===== src/rtl/glyph_pkg.sv =====
package glyph_pkg;
  localparam int unsigned CODE_W_DEF  = 8;
  localparam int unsigned ROW_W_DEF   = 3;
  localparam int unsigned GRP_W_DEF   = 2;
  localparam int unsigned ATTR_W_DEF  = 8;
  localparam int unsigned DATA_W_DEF  = 8;
  localparam int unsigned SEL_HI_DEF  = 7;
  localparam int unsigned SEL_LO_DEF  = 3;
  localparam int unsigned SUB_W       = 2;
endpackage


===== src/rtl/glyph_group_hold.sv =====
module glyph_group_hold #(
  parameter int unsigned GRP_W = glyph_pkg::GRP_W_DEF
) (
  input  logic             clk_i,
  input  logic             rst_ni,
  input  logic             req_i,
  input  logic             start_i,
  input  logic [GRP_W-1:0] grp_i,
  output logic [GRP_W-1:0] grp_o
);
  logic [GRP_W-1:0] grp_q;
  logic             take;

  assign take = req_i & start_i;

  always_ff @(posedge clk_i or negedge rst_ni) begin
    if (!rst_ni)   grp_q <= '0;
    else if (take) grp_q <= grp_i;
  end

  // new character uses the live value, later rows the captured one
  assign grp_o = take ? grp_i : grp_q;
endmodule


===== src/rtl/glyph_addr_pack.sv =====
module glyph_addr_pack #(
  parameter int unsigned CODE_W = glyph_pkg::CODE_W_DEF,
  parameter int unsigned ROW_W  = glyph_pkg::ROW_W_DEF,
  parameter int unsigned GRP_W  = glyph_pkg::GRP_W_DEF,
  parameter int unsigned ATTR_W = glyph_pkg::ATTR_W_DEF,
  parameter int unsigned SEL_HI = glyph_pkg::SEL_HI_DEF,
  parameter int unsigned SEL_LO = glyph_pkg::SEL_LO_DEF,
  localparam int unsigned SUB_W = glyph_pkg::SUB_W,
  localparam int unsigned ADDR_W = GRP_W + SUB_W + CODE_W + ROW_W
) (
  input  logic [CODE_W-1:0] code_i,
  input  logic [ROW_W-1:0]  row_i,
  input  logic [ATTR_W-1:0] attr_i,
  input  logic [GRP_W-1:0]  grp_i,
  output logic [ADDR_W-1:0] addr_o
);
  logic [SUB_W-1:0] sub;

  assign sub    = {attr_i[SEL_HI], attr_i[SEL_LO]};
  assign addr_o = {grp_i, sub, code_i, row_i};
endmodule


===== src/rtl/glyph_row_return.sv =====
module glyph_row_return #(
  parameter int unsigned DATA_W = glyph_pkg::DATA_W_DEF
) (
  input  logic              clk_i,
  input  logic              rst_ni,
  input  logic              req_i,
  input  logic [DATA_W-1:0] rom_data_i,
  output logic [DATA_W-1:0] glyph_o,
  output logic              glyph_vld_o
);
  logic              vld_q;
  logic [DATA_W-1:0] hold_q;

  always_ff @(posedge clk_i or negedge rst_ni) begin
    if (!rst_ni) begin
      vld_q  <= 1'b0;
      hold_q <= '0;
    end else begin
      vld_q  <= req_i;
      hold_q <= glyph_o;
    end
  end

  // store output is already registered; pass it on the return cycle
  assign glyph_o     = vld_q ? rom_data_i : hold_q;
  assign glyph_vld_o = vld_q;
endmodule


===== src/rtl/glyph_fetch.sv =====
module glyph_fetch #(
  parameter int unsigned CODE_W = glyph_pkg::CODE_W_DEF,
  parameter int unsigned ROW_W  = glyph_pkg::ROW_W_DEF,
  parameter int unsigned GRP_W  = glyph_pkg::GRP_W_DEF,
  parameter int unsigned ATTR_W = glyph_pkg::ATTR_W_DEF,
  parameter int unsigned DATA_W = glyph_pkg::DATA_W_DEF,
  parameter int unsigned SEL_HI = glyph_pkg::SEL_HI_DEF,
  parameter int unsigned SEL_LO = glyph_pkg::SEL_LO_DEF,
  localparam int unsigned ADDR_W = GRP_W + glyph_pkg::SUB_W + CODE_W + ROW_W
) (
  input  logic              clk_i,
  input  logic              rst_ni,
  input  logic              req_i,
  input  logic              start_i,
  input  logic [CODE_W-1:0] code_i,
  input  logic [ROW_W-1:0]  row_i,
  input  logic [ATTR_W-1:0] attr_i,
  input  logic [GRP_W-1:0]  grp_i,
  output logic [ADDR_W-1:0] rom_addr_o,
  output logic              rom_en_o,
  input  logic [DATA_W-1:0] rom_data_i,
  output logic [DATA_W-1:0] glyph_o,
  output logic              glyph_vld_o
);
  logic [GRP_W-1:0] grp_eff;

  glyph_group_hold #(.GRP_W(GRP_W)) u_grp (
    .clk_i   (clk_i),
    .rst_ni  (rst_ni),
    .req_i   (req_i),
    .start_i (start_i),
    .grp_i   (grp_i),
    .grp_o   (grp_eff)
  );

  glyph_addr_pack #(
    .CODE_W (CODE_W),
    .ROW_W  (ROW_W),
    .GRP_W  (GRP_W),
    .ATTR_W (ATTR_W),
    .SEL_HI (SEL_HI),
    .SEL_LO (SEL_LO)
  ) u_addr (
    .code_i (code_i),
    .row_i  (row_i),
    .attr_i (attr_i),
    .grp_i  (grp_eff),
    .addr_o (rom_addr_o)
  );

  glyph_row_return #(.DATA_W(DATA_W)) u_ret (
    .clk_i       (clk_i),
    .rst_ni      (rst_ni),
    .req_i       (req_i),
    .rom_data_i  (rom_data_i),
    .glyph_o     (glyph_o),
    .glyph_vld_o (glyph_vld_o)
  );

  assign rom_en_o = req_i;
endmodule


===== config.mk =====
export PLATFORM = sky130hd
export DESIGN_NAME = glyph_fetch
export DESIGN_NICKNAME = d
export VERILOG_FILES = /design/src/rtl/glyph_pkg.sv /design/src/rtl/glyph_group_hold.sv /design/src/rtl/glyph_addr_pack.sv /design/src/rtl/glyph_row_return.sv /design/src/rtl/glyph_fetch.sv
export SDC_FILE = /design/constraint.sdc
export NUM_CORES = 1
export LEC_CHECK = 0
export CORE_MARGIN = 8
export CORE_UTILIZATION = 29
export CTS_CLUSTER_DIAMETER = 150
export DETAILED_ROUTE_END_ITERATION = 6
export PLACE_DENSITY = 0.83
export SLEW_MARGIN = 10
export SYNTH_ARGS = -nofsm -noshare
export SYNTH_HDL_FRONTEND = slang
export SYNTH_SLANG_ARGS = --single-unit

===== constraint.sdc =====
create_clock -name clk_i -period 3 [get_ports clk_i]
set_input_delay 0.75 -clock clk_i [delete_from_list [all_inputs] [get_ports clk_i]]
set_output_delay 0.75 -clock clk_i [all_outputs]
set_load 0.01 [all_outputs]

==> impl_metrics.py <==
metrics = {
    "setup_path": {
        "critPathMaxStageDelay_ps": 480,
        "cp_num_buf_inv": 2,
        "cp-start-kind": "input pin",
        "worstPathMaxFanout": 3,
        "path_delay_family": "buffers and inverters",
        "slowest_stage": "clkdlybuf4s50_1",
        "critPathKind": "in -> out",
        "crit_path_end_kind": "primary output",
        "cp_cell_sequence": "clkdlybuf4s50_1 -> nand2_1 -> mux2_2 -> clkdlybuf4s50_1",
        "cp.required_ps": 2250,
        "crit_top_cell": "clkdlybuf4s50_1",
        "cp.arrival_ps": 2130,
    },
    "layout": {
        "multi_input_area_um2": 146,
        "fillers": 174,
        "drive_above_1_share": 0.255,
        "layout.nets": 85,
        "seq_area_um2": 275,
        "area_growth_pct": 35.6,
        "fin_cells": 76,
        "diodes": 0,
        "fin_util": 0.418,
    },
    "clock_tree": {
        "cts_made_buffers": 3,
        "postCtsResizedCells": 0,
        "clockRootBuffer": "clkbuf_4",
        "htreeDepth": 1,
        "cts.path.max_buffers": 2,
        "clkLatencyLatePin_ps": 260,
        "clkSinkCount": 11,
        "cts_hold_buf": 0,
        "post_cts_buffers": 0,
        "cts_tree": "done",
        "path_clk_slew_ps": 60,
    },
    "sta": {
        "fmax_mhz": 347,
        "clock_skew_ps": 0.467,
        "maxSlewHeadroom": 0.675,
        "finalMaxSlewViolations": 0,
        "worst_slew_pin_slew_ps": 488,
        "setup_tns_ps": 0,
        "rsz0062_at_grt": "false",
        "fin_crit_ps": 2880,
        "whs_ps": 494,
        "setup_violations": 0,
        "finalCritPeriodShare": 0.961,
        "finalHoldViolCount": 0,
    },
    "drt": {
        "drc": 0,
        "first_iter_violations": 0,
        "wl_per_cell_um": 14.5,
        "vias": 311,
        "ant_nets": 0,
        "wirelength_um": 1100,
        "firstDrtPassIters": 1,
        "vias_per_cell": 4.09,
    },
    "outcome": {
        "status": "finished clean",
    },
    "run": {
        "drv_cap": 0,
    },
    "floorplanning": {
        "start_util": 0.308,
        "die-height_um": 59.1,
        "io_pins": 58,
        "rows": 15,
        "core_area_um2": 1750,
        "dieArea_um2": 3490,
        "die_x_um": 59.1,
    },
    "hold_path": {
        "hp-class": "reg -> reg",
    },
    "placement": {
        "gp_congestion": 0.648,
        "post-place-cells": 72,
        "dp_hpwl_um": 878,
        "numPortBuffers": 25,
    },
    "global_route": {
        "grt.overflow.total": 0,
        "track_usage": 0.0678,
        "grt_pass1_vias": 338,
        "grt_pass1_wl_um": 1690,
        "grt_max_degree": 12,
        "antenna_found_initial": 0,
    },
    "yosys": {
        "syn_avg_cell_area_um2": 14.5,
        "yosysTopAreaCell": "dfrtp_1",
        "postSynthCellCount": 37,
        "yosys_warnings": 0,
        "synth_fp_nets": 70,
        "synth_xor_area_frac": 0,
        "mappedNetlistArea_um2": 538,
        "synthTopCellsByArea": "dfrtp_1 (51%), mux2_4 (22%), buf_4 (20%), mux2_2 (4.2%), buf_6 (2.1%)",
        "yosysTopAreaCellShare": 0.512,
        "synth_mux_area_frac": 0.265,
        "synth_compound_area_frac": 0,
        "ys_types": 6,
        "synth-seq-cells": 11,
        "seq_area_frac_synth": 0.512,
        "yosys.area_share.adder": 0,
        "synth_top_family_by_area": "multiplexers",
        "yosys.area_share.simple": 0.00698,
    },
    "power": {
        "p_leak_nw": 0.317,
        "power.density_nw_per_um2": 489,
        "ir_drop_mv": 0.199,
    },
}
registers in the layout, summed over array words and instances (netlist names):
signal,flops
u_grp.grp_q,2
u_ret.glyph_vld_o,1
u_ret.hold_q,8
cells in the mapped netlist:
cell and count:
nand2_1 1, buf_4 14, dfrtp_1 11, mux2_4 8
mux2_2 2, buf_6 1
power by group:
group          switching, W  internal, W  total (W)
registers        0.00000678     0.000163   0.000170
logic             0.0000274    0.0000610  0.0000884
clock network     0.0000466    0.0000515  0.0000981
per-layer routing:
metal	up-vias	GRT usage	share of wire
li1	134	-	-
met1	150	0.0610	0.37
met2	25	0.106	0.46
met3	2	0.0586	0.16
met4	0	0.0307	0.010
met5	-	0	0
per-stage QoR:
step                      worst slack, ps  area [um2]  total power [W]
after CTS                             107         729         0.000370
after detailed placement              107         703         0.000263
after global routing                 58.5         729         0.000377
after floorplan                      1060         538         0.000227
after global placement                117         703         0.000262
final                                 116         729         0.000357
cell type report:
type | instances | area share
clock buffers | 4 | 0.0360
multi-input cells | 11 | 0.201
flip-flops and latches | 11 | 0.377
well taps | 25 | 0.0429
repair buffers | 25 | 0.343
placed cells by master, fill, tap and decap left out, drive strengths merged:
cell type,n
clkbuf,4
clkdlybuf4s50,25
dfrtp,11
mux2,10
nand2,1
path summary, 6_finish.rpt:
kind / slack (ps) / startpoint / to / cells past startpoint
worst max register to register: 1880 / u_ret.glyph_vld_o / u_ret.hold_q[4] / 1
worst min register to register: 490 / u_ret.hold_q[6] / u_ret.hold_q[6] / 1
max in group asynchronous: 1870 / rst_ni / u_ret.hold_q[7] / 1
worst min-delay path: 490 / u_ret.hold_q[6] / u_ret.hold_q[6] / 1
min in group asynchronous: 810 / rst_ni / u_ret.hold_q[4] / 1
worst max-delay path: 120 / req_i / rom_addr_o[13] / 4
cells by family after synthesis:
kind of cell	Yosys count
muxes	10
buffers and inverters	15
DFF	11
and+or+nand+nor	1
Note: power is estimated with default switching activity, not from simulation.
